## config.mk

```make
export PLATFORM = sky130hd
export DESIGN_NAME = fault_supervisor
export DESIGN_NICKNAME = d
export VERILOG_FILES = /design/src/rtl/fsup_pkg.sv /design/src/rtl/fsup_filter.sv /design/src/rtl/fsup_ctrl.sv /design/src/rtl/fault_supervisor.sv
export SDC_FILE = /design/constraint.sdc
export NUM_CORES = 1
export LEC_CHECK = 0
export BUFFER_PORTS_ARGS = -buffer_cell sky130_fd_sc_hd__buf_2
export CORE_ASPECT_RATIO = 1.5
export CORE_UTILIZATION = 35
export CTS_CLUSTER_DIAMETER = 100
export DETAILED_ROUTE_END_ITERATION = 10
export PLACE_DENSITY = 0.55
export REMOVE_ABC_BUFFERS = 1
export SYNTH_ARGS = -nofsm -noshare
export SYNTH_HDL_FRONTEND = slang
export SYNTH_HIERARCHICAL = 1
export SYNTH_SLANG_ARGS = --single-unit
```

## constraint.sdc

```tcl
create_clock -name clk -period 3.2 [get_ports clk]
set_input_delay 0.96 -clock clk [delete_from_list [all_inputs] [get_ports clk]]
set_output_delay 0.96 -clock clk [all_outputs]
set_load 0.03 [all_outputs]
```

## src/rtl/fsup_pkg.sv

```systemverilog
package fsup_pkg;
  // strobes sent from control to the filter datapath
  typedef struct packed {
    logic flushAll;
  } filtStrobe_t;
endpackage

```

## src/rtl/fsup_filter.sv

```systemverilog
module fsup_filter #(
  parameter int NUM_MON = 5,
  parameter int TIMEOUT = 1250
) (
  input  logic                    clk,
  input  logic                    porN,
  input  logic [NUM_MON-1:0]      monOk,
  input  logic [NUM_MON-1:0]      monEn,
  input  fsup_pkg::filtStrobe_t   strobe,
  output logic [NUM_MON-1:0]      uvHit
);
  localparam int CNT_W = $clog2(TIMEOUT + 1);
  localparam logic [CNT_W-1:0] LIMIT = CNT_W'(TIMEOUT);

  for (genvar g = 0; g < NUM_MON; g++) begin : gMon
    logic [CNT_W-1:0] lowCnt;

    always_ff @(posedge clk or negedge porN) begin
      if (!porN) begin
        lowCnt <= '0;
      end else if (strobe.flushAll || !monEn[g] || monOk[g]) begin
        lowCnt <= '0;
      end else if (lowCnt != LIMIT) begin
        lowCnt <= lowCnt + 1'b1;
      end
    end

    assign uvHit[g] = (lowCnt == LIMIT);

    // disabled monitor is silent on the following cycle
    assert_quiet_when_disabled_R3: assert property (@(posedge clk) disable iff (!porN)
      !monEn[g] |=> !uvHit[g]);
    // a report only appears after a low sample
    assert_hit_after_low_R2: assert property (@(posedge clk) disable iff (!porN)
      $rose(uvHit[g]) |-> !$past(monOk[g]));
  end
endmodule

```

## src/rtl/fsup_ctrl.sv

```systemverilog
module fsup_ctrl #(
  parameter int NUM_OUT = 4,
  parameter logic [NUM_OUT-1:0] INTERNAL_MASK = 4'b0011,
  parameter logic [NUM_OUT-1:0] STARTUP_MASK  = 4'b0101
) (
  input  logic                  clk,
  input  logic                  porN,
  input  logic [NUM_OUT:0]      uvHit,
  input  logic                  mainOk,
  input  logic                  tempWarn,
  input  logic                  tempShut,
  input  logic                  sdReq,
  input  logic                  startDone,
  input  logic                  isActive,
  output fsup_pkg::filtStrobe_t strobe,
  output logic                  faultOut,
  output logic [NUM_OUT-1:0]    regOff,
  output logic                  softOffReq
);
  localparam int MAIN = NUM_OUT;

  logic [NUM_OUT-1:0] outHit;
  logic               mainHit;
  logic               startTrip;
  logic               startLatch;
  logic               thermLatch;
  logic [NUM_OUT-1:0] regLatch;
  logic               hardLatch;
  logic               allOff;

  assign outHit    = uvHit[NUM_OUT-1:0];
  assign mainHit   = uvHit[MAIN];
  assign startTrip = (|(outHit & STARTUP_MASK)) && !startDone;

  always_ff @(posedge clk or negedge porN) begin
    if (!porN) begin
      startLatch <= 1'b0;
      thermLatch <= 1'b0;
      regLatch   <= '0;
      softOffReq <= 1'b0;
    end else begin
      startLatch <= startLatch | (startTrip & !sdReq);
      thermLatch <= thermLatch | tempShut;
      if (sdReq) regLatch <= '0;
      else       regLatch <= regLatch | (outHit & INTERNAL_MASK);
      if (sdReq || mainOk)          softOffReq <= 1'b0;
      else if (mainHit && isActive) softOffReq <= 1'b1;
    end
  end

  assign hardLatch       = startLatch | thermLatch;
  assign allOff          = hardLatch | sdReq;
  assign regOff          = regLatch | {NUM_OUT{allOff}};
  assign strobe.flushAll = sdReq;
  assign faultOut        = hardLatch |
                           (!sdReq & ((|uvHit) | tempWarn | (|regLatch)));

  assert_startup_hold_R6: assert property (@(posedge clk) disable iff (!porN)
    startLatch |=> startLatch);
  assert_thermal_hold_R8: assert property (@(posedge clk) disable iff (!porN)
    thermLatch |=> (thermLatch && faultOut));
  assert_sd_quiet_R9: assert property (@(posedge clk) disable iff (!porN)
    (sdReq && !hardLatch) |-> (!faultOut && (&regOff)));
  assert_ext_no_latch_R4: assert property (@(posedge clk) disable iff (!porN)
    (!sdReq && !hardLatch) |-> ((regOff & ~INTERNAL_MASK) == '0));
  assert_softoff_needs_active_R11: assert property (@(posedge clk) disable iff (!porN)
    $rose(softOffReq) |-> $past(isActive));
endmodule

```

## src/rtl/fault_supervisor.sv

```systemverilog
module fault_supervisor #(
  parameter int NUM_OUT = 4,
  parameter int TIMEOUT = 1250,
  parameter logic [NUM_OUT-1:0] INTERNAL_MASK = 4'b0011,
  parameter logic [NUM_OUT-1:0] STARTUP_MASK  = 4'b0101
) (
  input  logic               clk,
  input  logic               porN,
  input  logic [NUM_OUT:0]   monOk,
  input  logic [NUM_OUT:0]   monEn,
  input  logic               tempWarn,
  input  logic               tempShut,
  input  logic               sdReq,
  input  logic               startDone,
  input  logic               isActive,
  output logic               faultOut,
  output logic [NUM_OUT-1:0] regOff,
  output logic               softOffReq
);
  localparam int NUM_MON = NUM_OUT + 1;

  fsup_pkg::filtStrobe_t strobe;
  logic [NUM_MON-1:0]    uvHit;

  fsup_filter #(.NUM_MON(NUM_MON), .TIMEOUT(TIMEOUT)) uFilter (
    .clk(clk), .porN(porN), .monOk(monOk), .monEn(monEn),
    .strobe(strobe), .uvHit(uvHit)
  );

  fsup_ctrl #(.NUM_OUT(NUM_OUT), .INTERNAL_MASK(INTERNAL_MASK),
              .STARTUP_MASK(STARTUP_MASK)) uCtrl (
    .clk(clk), .porN(porN), .uvHit(uvHit), .mainOk(monOk[NUM_OUT]),
    .tempWarn(tempWarn), .tempShut(tempShut), .sdReq(sdReq),
    .startDone(startDone), .isActive(isActive), .strobe(strobe),
    .faultOut(faultOut), .regOff(regOff), .softOffReq(softOffReq)
  );
endmodule

```

# Word level (Yosys, flattened, before mapping)
# Index checks and enable logic that the tools add are counted.
word_totals:
  reg_bits: 62
  input_bits: 17
  output_inout_bits: 6
  elab_cells: 77
classes:
  add_sub_neg: 5
  eq_ne: 10
  mux: 13
  bitwise: 11
  n_reduce_logical: 29
ops:
  columns: ["cell", "count"]
  rows:
  - ["$mux W11", 10]
  - ["$add A11 B1 Y11 const B", 5]
  - ["$eq A11 B11 Y1 const B", 5]
  - ["$ne A11 B11 Y1 const B", 5]
  - ["$reduce_bool A2 Y1", 6]
  - ["$logic_or A1 B1 Y1", 11]
  - ["$logic_not A1 Y1", 7]
  - ["$or A1 B1 Y1", 7]
  - ["$reduce_or A5 Y1", 1]
  - ["$mux W4", 1]
  - ["$or A4 B2 Y4", 1]
  - ["$or A4 B4 Y4", 1]
  - ["$reduce_or A4 Y1", 1]
  - ["$and A1 B1 Y1", 2]
  - ["$logic_and A1 B1 Y1", 2]
  - ["$mux W1", 2]
  - ["$reduce_or A2 Y1", 1]

# Logic depth before layout (Yosys ltp)
# Gate-level depths: netlist of the first run.
depth:
  ltp_word: 6
  mapped_depth: 8
  depth_no_buf: 8

# Cells and area by module
# Netlist of the first run, hierarchy kept.
modules_own_cells:
  columns: ["mod", "instances", "cells_per_inst", "area_per_inst_um2", "seq_area_each_um2"]
  rows:
  - ["fsup_filter", 1, 311, 3027.9, 1376.3]
  - ["fsup_ctrl", 1, 23, 224.0, 125.1]

# Least setup slack after synthesis of the first run
# OpenSTA, ideal clock, no wires.
synth_path:
  kind: "input-to-output"
  startpoint: "input sdReq"
  endpoint: "output regOff[0]"
  t_arrival_ns: 1.820
  required_ns: 2.240
  setup_slack_ns: 0.420
  cell_stages: 2
  n_path_buf: 0
  cell_sequence: "or3_1 > or2_1"
synth_via:
  elab_chain_len: 2
synth_rtl:
  columns: ["element", "line", "source"]
  rows:
  - ["from (decl)", "fault_supervisor.sv:13", "input logic sdReq,"]
  - ["$or A1 B1 Y1", "fsup_ctrl.sv:52", "assign allOff = hardLatch | sdReq;"]
  - ["$or A4 B4 Y4", "fsup_ctrl.sv:53", "assign regOff = regLatch | {NUM_OUT{allOff}};"]
  - ["to (decl)", "fault_supervisor.sv:17", "output logic [NUM_OUT-1:0] regOff,"]
# No other way between the ends.

# Worst setup path after layout of the first run
layout_path:
  startpoint: "register uFilter.gMon[4].lowCnt[0]"
  endpoint: "output faultOut"
layout_via:
  elab_chain_len: 6
layout_rtl:
  columns: ["element", "line", "source"]
  rows:
  - ["from (decl)", "fsup_filter.sv:16", "logic [CNT_W-1:0] lowCnt;"]
  - ["from (signal assigned)", "fsup_filter.sv:24", "lowCnt <= lowCnt + 1'b1;"]
  - ["$eq A11 B11 Y1", "fsup_filter.sv:28", "assign uvHit[g] = (lowCnt == LIMIT);"]
  - ["net uvHit[4]", "fault_supervisor.sv:23", "logic [NUM_MON-1:0] uvHit;"]
  - ["$reduce_or A5 Y1", "fsup_ctrl.sv:56", "(!sdReq & ((|uvHit) | tempWarn | (|regLatch)));"]
  - ["$or A1 B1 Y1 (2 in a row)", "fsup_ctrl.sv:56", null]
  - ["$and A1 B1 Y1", "fsup_ctrl.sv:56", null]
  - ["$or A1 B1 Y1", "fsup_ctrl.sv:55", "assign faultOut = hardLatch |"]
  - ["to (decl)", "fault_supervisor.sv:16", "output logic faultOut,"]
# The timed path passes the listed nets, and every way through them passes these cells.

==> flow_summary_export.csv, run 1 <==
group,metric,value,unit
outcome,status,"completed",
global_route,grt_use_met3,4.26,%
power,finalPower,1.69,mW
setup_path,worstSetupEndpointType,"output port",
final_layout,syn_to_final_growth,17.2,%
timing,tns,0,ns
yosys,yosysUniqueCellTypes,43,
power,p_int,1.33,mW
setup_path,r2r-start,"uFilter/gMon[1].lowCnt[0]",
hold_path,hold_end,"uCtrl/startLatch",
power,p_leak,1.43,nW
floorplanning,die_y,120,um
floorplanning,die_x,80.7,um
global_route,grt_max_degree,61,
clock_tree,cts_buffer_depth,2,
floorplanning,die_area,9690,um^2
yosys,synth_area_per_cell,9.74,um^2
timing,rsz0062_at_grt,"no",
power,combPwrFrac,3.5,%
timing,maxSlewHeadroom,43.2,%
setup_path,r2r-end,"uFilter/gMon[1].lowCnt[0]",
hold_path,hold_path.startpoint,"uCtrl/startLatch",
yosys,yosys_most_used_dff,"dfrtp_1",
hold_path,worstHoldPathType,"reg2reg",
final_layout,drive_above_1_share,16.3,%
drt,vias_per_cell,5.47,
setup_path,slowest_delay,0.41,ns
yosys,synth_edf_count,0,
timing,hold_viol,0,
power,net-switching-power,0.361,mW
timing,finalCriticalPeriod,3.10,ns
yosys,async_flop_share,100,%
clock_tree,clk_latency,0.33,ns
floorplanning,io-pin-count,23,
global_route,antenna_found_initial,0,
place,portBuffers,22,
yosys,syn-instance-count,334,
global_route,grt_use_met2,28.3,%
global_route,grt-ovfl-total,0,
setup_path,rrSetupSlack,1.42,ns
place,hpwlAfterDp,4.89,mm
yosys,synth-seq-cells,60,
yosys,ys_seq_area_share,46.2,%
final_layout,utilization,42.7,%
place,place.gp.congestion,0.737,
power,sw_frac_of_total,21.4,%
timing,skew,0.00578,ns
setup_path,reg2reg_depth,7,
setup_path,crit_buf_inv,2,
yosys,ys_warn_count,6,
global_route,grt_pass1_vias,2656,
final_layout,layout_common_cells,"dfrtp_1 (59), nand2_1 (29), a21oi_1 (27)",
timing,setup_slack,0.0985,ns
drt,routed_wl,7.16,mm
clock_tree,cts_buffers,9,
floorplanning,start_util,36.4,%
clock_tree,cts_sinks,60,
global_route,grt_pass1_wl,12.5,mm
timing,fmax,0.322,GHz
power,seq_power_share,45.4,%
global_route,track_usage,16.9,%
clock_tree,htree_levels,3,
global_route,top_usage_layer,"met2",
setup_path,path_cells,"inv_1, ha_1, nand4_1, nor4_4, nor4_2, a31oi_1, or3_1, buf_6",
setup_path,crit_arrival,2.14,ns
drt,drt_pass1_iterations,5,
setup_path,cp_max_fo,6,
yosys,synth_area,3250,um^2
floorplanning,core,8930,um^2
global_route,met1_usage,20.2,%
hold_path,hold_depth,2,
drt,wire_per_inst,14.8,um
final_layout,layout_commonest_cell,"dfrtp_1",
timing,setup_viol,0,
power,peakVddDrop,267,uV
setup_path,critPathRequiredTime,2.24,ns
clock_tree,cts.clk_slew.worst_paths,0.05,ns
timing,slew_violations,0,
drt,ant_nets,0,
setup_path,start_kind,"register",
drt,vias,2652,
floorplanning,num_rows,42,
clock_tree,cts_hold_buffers,0,
setup_path,path_delay_family,"simple AND/OR/NAND/NOR gates",
clock_tree,clockRootBuffer,"clkbuf_16",
place,dp_slack,0.310,ns
drt,drtIter0Drc,137,
clock_tree,tritoncts,"built",
drt,drc,0,
power,p_per_area,443,nW/um^2
timing,finalCritPeriodShare,96.9,%
timing,tightest_slew,0.851,ns
power,p_clk_share,51.0,%
setup_path,path_class,"reg2out",
setup_path,crit_slowest_cell,"dfrtp_2",
final_layout,layout.nets,396,
setup_path,setup.worst_path.start,"uFilter/gMon[4].lowCnt[0]",
run,drv_cap,0,
## synth_stat cells, types with 2 or more instances
library cell  number  area [um^2]
xor2_1            10         87.6
buf_4              2         15.0
mux2i_1           10          100
or4b_4             2         27.5
o21ai_0           15         75.1
nand3b_1           8         60.1
nand4_1           10         62.6
nor4_4             2         42.5
nand3_1           23          115
or2_1              2         12.5
nor3b_2            2         25.0
nor3b_1            3         22.5
o21a_1             4         30.0
nand2_1           29          109
dfrtp_1           60         1500
or3_1             16          100
or4_1             15          113
nand2b_1           5         31.3
a21oi_1           27          135
nor4_1             2         12.5
buf_2              2         10.0
nor3_1             5         25.0
inv_1             16         60.1
ha_1              10          125
or3b_2             3         26.3
clkbuf_1           3         11.3
o31ai_1           16          120
nor2_1            17         63.8
## worst reg2reg max path: cells and delay by family, from the launching register on
| family | cells | cell delay (ns) |
|---|---|---|
| adder cells (fa/ha/maj) | 1 | 0.13 |
| AND/OR/NAND/NOR | 2 | 0.64 |
| multiplexers | 1 | 0.18 |
| buffers and inverters | 3 | 0.34 |
| flip-flops | 1 | 0.42 |
## flip-flops by register name, indices dropped and copies added, names as in the netlist
register	count
uCtrl/regLatch	2
uCtrl/softOffReq	1
uCtrl/startLatch	1
uCtrl/thermLatch	1
uFilter/gMon.lowCnt	55
## kinds of logic after synthesis
logic type,Yosys count,share of synthesized area (%)
xor+xnor,10,2.69
simple gates,153,28.7
compound gates,67,12.2
buf+inv,24,3.31
mux,10,3.08
fa+ha+maj,10,3.85
flops,60,46.2
## how the worst max path moves through the flow
stage                endpoint  slack [ns]  depth (start not counted)
global placement     faultOut        0.34                          5
finish               faultOut         0.1                          8
CTS                  faultOut        0.02                          8
global route         faultOut        0.01                          9
floorplan           regOff[0]        0.27                          2
detailed placement   faultOut        0.31                          8
## power by group through the flow
| stage | combinational [mW] | clock [mW] | sequential (mW) |
|---|---|---|---|
| finish | 0.0599 | 0.863 | 0.768 |
| detailed placement | 0.0590 | 0 | 0.780 |
| floorplan | 0.0189 | 0 | 0.779 |
| CTS | 0.0593 | 0.891 | 0.767 |
| global route | 0.0684 | 0.931 | 0.767 |
| global placement | 0.0577 | 0 | 0.780 |
## timing repair
| action | in CTS | in global routing |
|---|---|---|
| cloned | 0 | 0 |
| setup buffers | 0 | 4 |
| resized for setup | 1 | 7 |
| setup endpoints to repair | 1 | 1 |
| pin swaps | 0 | 4 |
## through the flow
| step | hold WS [ns] | instance area (um^2) | instances |
|---|---|---|---|
| 6_report | 0.485 | 3810 | 485 |
| 4_1_cts | 0.496 | 3770 | 480 |
| 2_1_floorplan | 0.445 | 3200 | 326 |
| 3_3_place_gp | 0.463 | 3500 | 464 |
| 5_1_grt | 0.520 | 3810 | 484 |
| 3_5_place_dp | 0.484 | 3500 | 464 |
## routing by layer
layer | routed length, um | part of all wire [%]
met1 | 3160 | 44
met2 | 3630 | 51
met3 | 264 | 3.7
met4 | 110 | 1.5
met5 | 0 | 0
## area by class of cell
cell class | count | area [um^2]
antenna | 1 | 2.50
clock buffer | 15 | 258
clock inverter | 1 | 7.51
fill | 897 | 5120
inverter | 16 | 60.1
multi-input combinational | 250 | 1650
sequential | 60 | 1500
tap | 110 | 138
timing repair buffer | 32 | 191
Note: power is estimated with default switching activity, not from simulation.
==> run 2, diff against run 1 <==
==> constraint.sdc (replaced) <==
create_clock -name clk -period 3.2 [get_ports clk]
set_input_delay 0.96 -clock clk [delete_from_list [all_inputs] [get_ports clk]]
set_output_delay 0.96 -clock clk [all_outputs]
set_load 0.005 [all_outputs]
==> run 2 against run 1 <==
  * Die area unchanged
  * Worst hold slack improved by 0.0088 ns
  * Worst setup slack better by 0.0072 ns
  * First-iteration DRC count fell by 20%
  * Clock power shrank 2%
  * Largest power group unchanged
  * Wire length shrank 2.5%
  * Via count fell by 1.2%
  * Critical endpoint unchanged
  * Non-clock buffer count is 5 higher
  * Flip-flop and latch count unchanged
==> flow_summary_export.csv, run 2 (synthesized netlist as in run 1, its figures left out) <==
group,metric,value,unit
outcome,status,"completed",
clock_tree,clockRootBuffer,"clkbuf_16",
setup_path,critPathRequiredTime,2.24,ns
timing,hold_viol,0,
setup_path,crit_arrival,2.13,ns
hold_path,hold_depth,2,
floorplanning,start_util,36.4,%
timing,slew_violations,0,
clock_tree,cts_hold_buffers,0,
final_layout,regMostFlops,"uFilter/gMon.lowCnt",
drt,vias_per_cell,5.38,
setup_path,timing.critical_path.mode_cell,"nor4_4",
floorplanning,die_area,9690,um^2
final_layout,syn_to_final_growth,18.4,%
power,p_clk_share,50.6,%
setup_path,path_cells,"or4b_4, nor4_4, buf_4, nor4_4, a31oi_1, or3_1, buf_2",
setup_path,reg2reg_depth,5,
setup_path,slowest_delay,0.56,ns
power,finalPower,1.68,mW
timing,skew,0.00414,ns
floorplanning,io-pin-count,23,
setup_path,crit_buf_inv,2,
timing,setup_viol,0,
timing,fmax,0.323,GHz
place,portBuffers,22,
clock_tree,cts_buffer_depth,2,
place,dp_slack,0.331,ns
timing,tightest_slew,0.769,ns
setup_path,cp_max_fo,5,
floorplanning,die_x,80.7,um
clock_tree,htree_levels,3,
final_layout,drive_above_1_share,18.0,%
power,p_per_area,436,nW/um^2
final_layout,layout_common_cells,"dfrtp_1 (58), nand2_1 (29), a21oi_1 (27)",
clock_tree,clk_latency,0.33,ns
clock_tree,cts.clk_slew.worst_paths,0.05,ns
place,hpwlAfterDp,4.84,mm
global_route,grt_max_degree,61,
drt,drt_pass1_iterations,5,
final_layout,stdcell_area,3850,um^2
power,combPwrFrac,3.6,%
timing,whs,0.494,ns
setup_path,path_class,"reg2out",
place,dp.cells,463,
global_route,antenna_found_initial,0,
drt,drc,0,
drt,ant_nets,0,
drt,drtIter0Drc,110,
final_layout,largestRegisters,"uFilter/gMon.lowCnt x55, uCtrl/regLatch x2",
setup_path,start_kind,"register",
timing,finalCriticalPeriod,3.09,ns
setup_path,path_delay_family,"simple AND/OR/NAND/NOR gates",
run,drv_cap,0,
final_layout,utilization,43.1,%
floorplanning,die_y,120,um
timing,maxSlewHeadroom,48.7,%
timing,finalCritPeriodShare,96.7,%
clock_tree,cts_sinks,60,
hold_path,worstHoldPathType,"reg2reg",
final_layout,antenna_cells,0,
power,p_leak,1.47,nW
setup_path,r2r-start,"uFilter/gMon[4].lowCnt[3]",
final_layout,layout.cells.non_filler,487,
setup_path,worstSetupEndpointType,"output port",
place,placed_cell_area,3490,um^2
place,place.gp.congestion,0.732,
hold_path,hold_path.startpoint,"uCtrl/startLatch",
final_layout,layout.nets,401,
clock_tree,tritoncts,"built",
power,net-switching-power,0.362,mW
power,seq_power_share,45.8,%
final_layout,layout_commonest_cell,"dfrtp_1",
setup_path,rrSetupSlack,1.43,ns
clock_tree,cts_buffers,9,
setup_path,r2r-end,"uFilter/gMon[4].lowCnt[0]",
final_layout,largest_reg_flops,55,
timing,tns,0,ns
drt,routed_wl,6.98,mm
global_route,grt-ovfl-total,0,
floorplanning,num_rows,42,
setup_path,crit_slowest_cell,"or4b_4",
global_route,track_usage,16.3,%
power,sw_frac_of_total,21.6,%
power,peakVddDrop,292,uV
drt,vias,2621,
global_route,grt_pass1_vias,2637,
hold_path,hold_end,"uCtrl/startLatch",
timing,setup_slack,0.106,ns
drt,wire_per_inst,14.3,um
global_route,grt_pass1_wl,12.1,mm
power,p_int,1.31,mW
floorplanning,core,8930,um^2
-- run 2: what timing repair did --
action                     in CTS  in global routing
resized for setup               1                  6
setup buffers                   0                 10
pin swaps                       0                  2
setup endpoints to repair       1                  1
-- run 2: layout make-up --
cell class / count / area, um^2
Fill cell: 893 / 5080
Multi-Input combinational cell: 250 / 1670
Sequential cell: 60 / 1500
Clock buffer: 11 / 243
Timing Repair Buffer: 37 / 223
Tap cell: 110 / 138
Inverter: 16 / 60.1
Clock inverter: 3 / 15.0
-- run 2: routing by layer --
layer | vias to the layer above | routed length [um] | global-route usage, %
li1 | 1315 | - | -
met2 | 35 | 3520 | 27.0
met4 | 0 | 113 | 6.36
met3 | 10 | 202 | 4.87
met1 | 1261 | 3140 | 19.6
met5 | - | 0 | 0
-- run 2: worst register-to-register path: cells and delay by family, from the launching register on --
family / cells / cell delay, ns
AND/OR/NAND/NOR: 2 / 0.77
multiplexers: 1 / 0.19
flip-flops: 1 / 0.41
buffers and inverters: 2 / 0.31
-- run 2: how the worst max path moves through the flow --
stage	depth (start not counted)	slack [ns]	endpoint	from
2_1_floorplan	7	0.61	faultOut	uFilter/gMon[1].lowCnt[0]
3_3_place_gp	5	0.35	faultOut	tempWarn
3_5_place_dp	5	0.33	faultOut	tempWarn
4_1_cts	8	0.02	faultOut	uFilter/gMon[1].lowCnt[0]
5_1_grt	8	-0.001	faultOut	uFilter/gMon[1].lowCnt[0]
6_report	7	0.11	faultOut	uFilter/gMon[4].lowCnt[3]
-- run 2: power groups by stage --
stage          sequential (mW)  clock (mW)  combinational (mW)
6_report                 0.767       0.849              0.0603
5_1_grt                  0.767       0.916              0.0695
4_1_cts                  0.767       0.872              0.0595
3_5_place_dp             0.780           0              0.0591
3_3_place_gp             0.780           0              0.0588
2_1_floorplan            0.779           0              0.0189
